[src/rtl/txg_pkg.sv]
// Shared types for the transmit dominant timeout guard.
package txg_pkg;

    // Guard state: waiting for a qualified high, armed, or tripped by timeout.
    typedef enum logic [1:0] {
        GS_HOLD = 2'd0,
        GS_LIVE = 2'd1,
        GS_TRIP = 2'd2
    } guard_state_t;

    // Width of a counter that must represent values 0..max_val.
    function automatic int unsigned cnt_width(input int unsigned max_val);
        return (max_val > 1) ? $clog2(max_val + 1) : 1;
    endfunction

endpackage

[src/rtl/txg_sync.sv]
// Multi-flop synchroniser for the asynchronous transmit level.
// Assumes STAGES >= 2. Resets to low so that an open input reads as low.
module txg_sync #(
    parameter int unsigned STAGES = 2
) (
    input  logic clk,
    input  logic rst_n,
    input  logic d_i,
    output logic q_o
);
    logic [STAGES-1:0] chain_q;

    // Shift the raw level through the flop chain.
    always_ff @(posedge clk) begin
        if (!rst_n) begin
            chain_q <= '0;
        end else begin
            chain_q <= {chain_q[STAGES-2:0], d_i};
        end
    end

    assign q_o = chain_q[STAGES-1];
endmodule

[src/rtl/txg_hi_qual.sv]
// High-time qualifier: counts consecutive cycles with the transmit level
// high while enabled, and flags the cycle that completes REL_CYC of them.
// Assumes REL_CYC >= 1. Any low or disable restarts the count.
module txg_hi_qual
    import txg_pkg::*;
#(
    parameter int unsigned REL_CYC = 8
) (
    input  logic clk,
    input  logic rst_n,
    input  logic en_i,
    input  logic tx_s_i,
    output logic qual_o
);
    localparam int unsigned CW = cnt_width(REL_CYC);
    localparam logic [CW-1:0] LAST = CW'(REL_CYC - 1);

    logic [CW-1:0] hi_cnt_q;
    logic          hi_now;

    assign hi_now = en_i & tx_s_i;
    assign qual_o = hi_now & (hi_cnt_q == LAST);

    // Count the high run, holding at LAST until the run ends.
    always_ff @(posedge clk) begin
        if (!rst_n) begin
            hi_cnt_q <= '0;
        end else if (!hi_now) begin
            hi_cnt_q <= '0;
        end else if (hi_cnt_q != LAST) begin
            hi_cnt_q <= hi_cnt_q + 1'b1;
        end
    end


    hi_cnt_bound_chk: assert property (@(posedge clk) disable iff (!rst_n)
        hi_cnt_q <= LAST);
endmodule

[src/rtl/txg_dom_timer.sv]
// Dominant timer: counts consecutive cycles in which the driver is
// dominant and flags the cycle that completes TOUT_CYC of them.
// Assumes TOUT_CYC >= 2. The count restarts as soon as the driver releases.
module txg_dom_timer
    import txg_pkg::*;
#(
    parameter int unsigned TOUT_CYC = 40
) (
    input  logic clk,
    input  logic rst_n,
    input  logic dom_i,
    output logic expire_o
);
    localparam int unsigned CW = cnt_width(TOUT_CYC);
    localparam logic [CW-1:0] LAST = CW'(TOUT_CYC - 1);

    logic [CW-1:0] lo_cnt_q;

    assign expire_o = dom_i & (lo_cnt_q == LAST);

    // Advance while dominant; clear on release or on expiry.
    always_ff @(posedge clk) begin
        if (!rst_n) begin
            lo_cnt_q <= '0;
        end else if (!dom_i || expire_o) begin
            lo_cnt_q <= '0;
        end else begin
            lo_cnt_q <= lo_cnt_q + 1'b1;
        end
    end


    lo_cnt_bound_chk: assert property (@(posedge clk) disable iff (!rst_n)
        lo_cnt_q <= LAST);
endmodule

[src/rtl/txd_dom_guard.sv]
// Transmit dominant timeout guard. It gates the bus driver with an arming
// state that requires a qualified high on transmit, and disarms it on a
// mode exit or after a dominant run of TOUT_CYC cycles.
// Assumes tx_i is asynchronous and normal_i is synchronous to clk.
module txd_dom_guard
    import txg_pkg::*;
#(
    parameter int unsigned SYNC_STAGES = 2,
    parameter int unsigned REL_CYC     = 8,
    parameter int unsigned TOUT_CYC    = 40
) (
    input  logic clk,
    input  logic rst_n,
    input  logic tx_i,
    input  logic normal_i,
    output logic drv_dom_o,
    output logic tmo_o
);
    guard_state_t state_q;
    guard_state_t state_d;
    logic         tx_s;
    logic         qual;
    logic         expire;
    logic         live;

    txg_sync #(.STAGES(SYNC_STAGES)) u_sync (
        .clk   (clk),
        .rst_n (rst_n),
        .d_i   (tx_i),
        .q_o   (tx_s)
    );

    txg_hi_qual #(.REL_CYC(REL_CYC)) u_qual (
        .clk    (clk),
        .rst_n  (rst_n),
        .en_i   (normal_i),
        .tx_s_i (tx_s),
        .qual_o (qual)
    );

    txg_dom_timer #(.TOUT_CYC(TOUT_CYC)) u_timer (
        .clk      (clk),
        .rst_n    (rst_n),
        .dom_i    (drv_dom_o),
        .expire_o (expire)
    );

    assign live      = (state_q == GS_LIVE);
    assign drv_dom_o = live & normal_i & ~tx_s;
    assign tmo_o     = (state_q == GS_TRIP);

    // Next-state logic for arming, mode exit and timeout.
    always_comb begin
        state_d = state_q;
        unique case (state_q)
            GS_HOLD: if (qual) state_d = GS_LIVE;
            GS_LIVE: begin
                if (!normal_i)   state_d = GS_HOLD;
                else if (expire) state_d = GS_TRIP;
            end
            GS_TRIP: if (qual) state_d = GS_LIVE;
            default: state_d = GS_HOLD;
        endcase
    end

    // Guard state register.
    always_ff @(posedge clk) begin
        if (!rst_n) state_q <= GS_HOLD;
        else        state_q <= state_d;
    end


    leave_normal_chk: assert property (@(posedge clk) disable iff (!rst_n)
        (live && !normal_i) |=> !live);


    arm_needs_qual_chk: assert property (@(posedge clk) disable iff (!rst_n)
        $rose(live) |-> $past(qual));


    trip_after_dom_chk: assert property (@(posedge clk) disable iff (!rst_n)
        $rose(tmo_o) |-> $past(drv_dom_o));


    trip_clears_on_arm_chk: assert property (@(posedge clk) disable iff (!rst_n)
        $fell(tmo_o) |-> live);
endmodule

[config.mk]
export PLATFORM = sky130hd
export DESIGN_NAME = txd_dom_guard
export DESIGN_NICKNAME = d
export VERILOG_FILES = /design/src/rtl/txg_pkg.sv /design/src/rtl/txg_sync.sv /design/src/rtl/txg_hi_qual.sv /design/src/rtl/txg_dom_timer.sv /design/src/rtl/txd_dom_guard.sv
export SDC_FILE = /design/constraint.sdc
export NUM_CORES = 1
export LEC_CHECK = 0
export BUFFER_PORTS_ARGS = -buffer_cell sky130_fd_sc_hd__buf_2
export CORE_AREA = 2 2 39 41
export DETAILED_ROUTE_END_ITERATION = 8
export DIE_AREA = 0 0 41 43
export GPL_TIMING_DRIVEN = 0
export PLACE_DENSITY_LB_ADDON = 0.12
export SLEW_MARGIN = 20
export SYNTH_ARGS = -nofsm -noshare
export SYNTH_HDL_FRONTEND = slang
export SYNTH_SLANG_ARGS = --single-unit
[constraint.sdc]
create_clock -name clk -period 1.5 [get_ports clk]
set_input_delay 0.3 -clock clk [delete_from_list [all_inputs] [get_ports clk]]
set_output_delay 0.3 -clock clk [all_outputs]
set_load 0.02 [all_outputs]
Word level (Yosys, flattened, before mapping)
Index checks and enable logic that the tools add are counted.
- bits of input ports: 4
- latch bits: 0
- register bits: 14
- memories: 0
- bits in writable memories: 0
- logic and storage cells: 31
- bits in read-only memories: 0
- output and inout port bits: 2
- reductions and logical operators: 7
- bitwise logic cells: 7
- $mul: 0
- order comparisons: 0
- divide/modulo/power cells: 0
- mux-type cells: 4
- shifts and indexed selects: 0
- $add $sub $neg: 2
- equal/unequal tests: 7
- operators by type and width (cell ; number):
    6-bit by 1-bit adder with 6-bit output (second input constant) ; 1
    6-bit == test (second input constant) ; 1
    2-bit two-way mux ; 3
    1-bit AND ; 5
    4-bit by 1-bit adder with 4-bit output (second input constant) ; 1
    4-bit by 3-bit == test with 1-bit output (second input constant) ; 1
    4-bit by 3-bit inequality test with 1-bit output (second input constant) ; 1
    2-bit one-hot mux with 2 select lines ; 1
    2-bit AND reduction ; 2
    2-bit OR reduction ; 2
    3-bit by 2-bit inequality test with 1-bit output (second input constant) ; 1
    2-bit by 1-bit == test with 1-bit output (second input constant) ; 1
    2-bit == test (second input constant) ; 1
    2-bit logical NOT ; 1
    2-bit by 1-bit inequality test with 1-bit output (second input constant) ; 1
    1-bit inverter ; 2
    1-bit logical NOT ; 1
    1-bit logical OR ; 1

Logic depth before layout (Yosys ltp)
- depth in word-level cells: 7
- depth in mapped cells: 4
- mapped depth without buffers: 4

By module
Synthesis repeated with hierarchy kept, for this count alone.
- cells, all modules: 60
- area, all modules: 605.6 um^2
- by module, submodules not included (module ; cells an instance ; times used ; area an instance (um^2) ; seq. area each (um^2)):
    txg_dom_timer ; 26 ; 1 ; 250.2 ; 120.1
    txg_hi_qual ; 20 ; 1 ; 187.7 ; 80.1
    txd_dom_guard ; 10 ; 1 ; 115.1 ; 40.0
    txg_sync ; 4 ; 1 ; 52.6 ; 40.0

Worst setup path before layout
Ideal clock, no wire load.
- path type: register -> register
- start: register u_qual.hi_cnt_q[0]
- end: register state_q[1]
- cell stages (with the launch flop): 5
- buffers on the path: 0
- setup time: 0.118 ns
- period minus slack after synthesis: 1.267 ns
- data arrival time: 1.150 ns
- path slack: 0.233 ns
- required time: 1.382 ns
- cells stage by stage: dfxtp_1 -> ha_1 -> nand3b_4 -> or3_1 -> o2111a_1
- cells in the longest elaborated chain, start to end: 4
- RTL lines (element ; line ; text):
    from (decl) ; txg_hi_qual.sv:18 ; logic [CW-1:0] hi_cnt_q;
    from (signal assigned) ; txg_hi_qual.sv:31 ; hi_cnt_q <= hi_cnt_q + 1'b1;
    4-bit by 3-bit == test with 1-bit output ; txg_hi_qual.sv:22 ; assign qual_o = hi_now & (hi_cnt_q == LAST);
    1-bit AND ; txg_hi_qual.sv:22 ;
    2-bit by 1-bit inequality test with 1-bit output (no source line) ; -- ;
    2-bit AND reduction (no source line) ; -- ;
    to (signal assigned) ; txd_dom_guard.sv:69 ; else state_q <= state_d;
    to (decl) ; txd_dom_guard.sv:19 ; guard_state_t state_q;
No other way between the ends.
A chain may end at the register's enable or synchronous reset.

Final worst setup path
- start: register u_sync.chain_q[1]
- end: output drv_dom_o
- cells in the longest elaborated chain, start to end: 2
- RTL lines (element ; line ; text):
    from (decl) ; txg_sync.sv:11 ; logic [STAGES-1:0] chain_q;
    from (signal assigned) ; txg_sync.sv:18 ; chain_q <= {chain_q[STAGES-2:0], d_i};
    1-bit inverter ; txd_dom_guard.sv:49 ; assign drv_dom_o = live & normal_i & ~tx_s;
    1-bit AND ; txd_dom_guard.sv:49 ;
    to (decl) ; txd_dom_guard.sv:16 ; output logic drv_dom_o,
No other way between the ends.

==> impl_metrics.yaml <==
timing:
  worst_pin_slew_ps: 224.7
  fin_crit_sh: 0.9536
  setup_ws_ps: 69.61
  hold_viol: 0
  setup_viol: 0
  slew_violations: 0
  whs_ps: 226.0
  rsz0062_at_grt: "false"
  clock_skew_ps: 0.7072
  final.setup.tns_ps: 0
  timing.fmax_mhz: 699.1
  maxSlewHeadroom: 0.8486
  fin_crit_ps: 1430
route:
  drc: 0
  drt-initial-drc-count: 4
  antenna_left: 0
  via_per_inst: 5.128
  drt_wl_total_um: 947
  num_vias: 441
  wl_per_cell_um: 11.01
  dr.pass1.iters: 2
setup_path:
  critical_path.top_delay_family: "flip-flops"
  path_max_fanout: 5
  cp_data_arrival_time_ps: 1130
  path_buf_inv: 1
  slowest_delay_ps: 350
  critical_path_class: "flop to primary output"
  cp-end-kind: "primary output"
  required_ps: 1200
  start_kind: "flop"
  crit_slowest_cell: "dfxtp_1"
  crit_chain: "and4bb_2 -> buf_2"
final_layout:
  area_growth_pct: 15.03
  utilization: 0.4982
  final_area_um2: 689.4
  nets: 77
  diodes: 0
  final_cell_mix: "13 x dfxtp_1, 10 x nor2_1, 5 x buf_2"
  drive_above_1_share: 0.2286
  layout_commonest_cell: "dfxtp_1"
floorplanning:
  dieWidth_um: 41
  core-area_um2: 1384
  start_util: 0.4331
  dieHeight_um: 43
  dieArea_um2: 1763
  pin_count: 6
  rows: 14
yosys:
  synthCells: 60
  netlist.area_leader.share: 0.4676
  synthesis.area_um2: 599.3
  yosys_register_bits: 14
  synth-seq-area-share: 0.4676
  synth_area_leader_cell: "dfxtp_1"
  synth_cell_types: 23
  syn_area_per_cell_um2: 9.989
  ys_top_cells_by_area: "dfxtp_1 47%, nor2_1 6.3%, ha_1 4.2%"
  synth_nets: 66
  yosysWarnings: 0
clock_tree:
  cts.sinks: 14
  cts_max_path_buffers: 2
  clk_pin_slew_worst_paths_ps: 80
  clk_latency_ps: 270
  cts-root-buf: "clkbuf_4"
  cts_tree: "built"
  cts_buffers: 3
  htreeDepth: 1
power:
  p_per_area_nw_per_um2: 947.6
  power_leakage_nw: 0.2948
  power_frac_seq: 0.576
  switching_share: 0.1929
  clkPwrFrac: 0.406
  internal-power_w: 0.0005273
  p_switching_w: 0.0001260
  peakVddDrop_mv: 0.5214
  pwr-share-comb: 0.018
flow_run:
  drv_cap: 0
grt:
  grt_usage: 0.1405
  use_met1: 0.1743
  antenna_found_initial: 0
  grtUsageMet2: 0.1938
  grt_use_met3: 0.06283
  grt_max_degree: 9
  grt_pass1_vias: 404
  grt-ovfl-total: 0
  grt_pass1_wl_um: 1649
  grt-busiest-layer: "met2"
status:
  status: "finished clean"
placed_design:
  dp_slack_ps: 102.3
  placement.cell_area_um2: 644.4
  io_buffers: 5
  place.detailed.hpwl_um: 678.6
  gp_congestion: 0.6372
min_path:
  hold_path_class: "input port to flop"
-- worst register-to-register path, stage by stage, from the launching register on --
cell and delay, ps:
dfxtp_1 380, ha_1 270, nand3b_4 120, or3_1 360, o2111a_1 130
-- cell families (layout without fill, tap and decap cells) --
kind of cell    count (synthesis)  count (layout)  share of synthesized area
simple gates                   29              29                     0.3006
compound gates                  7               7                    0.08560
fa+ha+maj                       2               2                    0.04175
mux                             2               2                    0.03340
flops                          14              14                     0.4676
buf+inv                         2              12                    0.01253
xor+xnor                        4               4                    0.05847
-- routing by layer --
layer / vias up / routed length, um
li1: 233 / -
met1: 203 / 457
met2: 3 / 449
met3: 2 / 30
met4: 0 / 9
met5: - / 0
-- power by group through the flow --
stage | Sequential (W) | Clock, W | Combinational (W)
after floorplan | 0.000385 | 0 | 0.00000412
after global placement | 0.000385 | 0 | 0.0000114
after detailed placement | 0.000385 | 0 | 0.0000114
after CTS | 0.000376 | 0.000275 | 0.0000116
after global routing | 0.000377 | 0.000295 | 0.0000141
final | 0.000376 | 0.000266 | 0.0000115
-- worst paths after layout --
kind                      start  slack [ps]  cells past startpoint                end
min                        tx_i         230                      2  u_sync.chain_q[0]
min reg2reg   u_sync.chain_q[0]         440                      1  u_sync.chain_q[1]
max reg2reg  u_qual.hi_cnt_q[0]         130                      4         state_q[1]
max           u_sync.chain_q[1]          70                      2          drv_dom_o
-- synthesized netlist by cell type (all sizes together) --
master  instances
or3             2
nand2           3
nand3b          1
mux2i           2
ha              2
o2111a          1
and4bb          1
nor2b           1
and2            2
o32ai           1
xnor2           2
o21ai           3
a21oi           1
nor2           10
nor4b           1
nand3           5
dfxtp          14
inv             2
nand4b          2
xor2            2
o211ai          1
nor3            1
-- final cells by class --
| type | instances | area [um2] |
|---|---|---|
| clock buffers | 4 | 36.28 |
| fillers | 132 | 694.4 |
| inverters | 2 | 7.507 |
| multi-input cells | 44 | 311.5 |
| flip-flops and latches | 14 | 281.5 |
| well taps | 16 | 20.02 |
| repair buffers | 6 | 32.53 |
-- sequential cells by signal (all words and copies together) (netlist names) --
name              count
state_q               2
u_qual.hi_cnt_q       4
u_sync.chain_q        2
u_timer.lo_cnt_q      6
-- repair_timing --
action | in CTS | in global routing
hold buffers | 0 | 0
endpoints found under the setup margin | 0 | 2
gates resized for setup | 0 | 1
setup buffers | 0 | 1
-- through the flow --
stage | total power, W | std cells
floorplan | 0.0003888 | 60
global placement | 0.0003965 | 81
detailed placement | 0.0003966 | 81
CTS | 0.0006631 | 85
global route | 0.0006859 | 86
finish | 0.0006533 | 86
(Power assumes the default switching activity.)
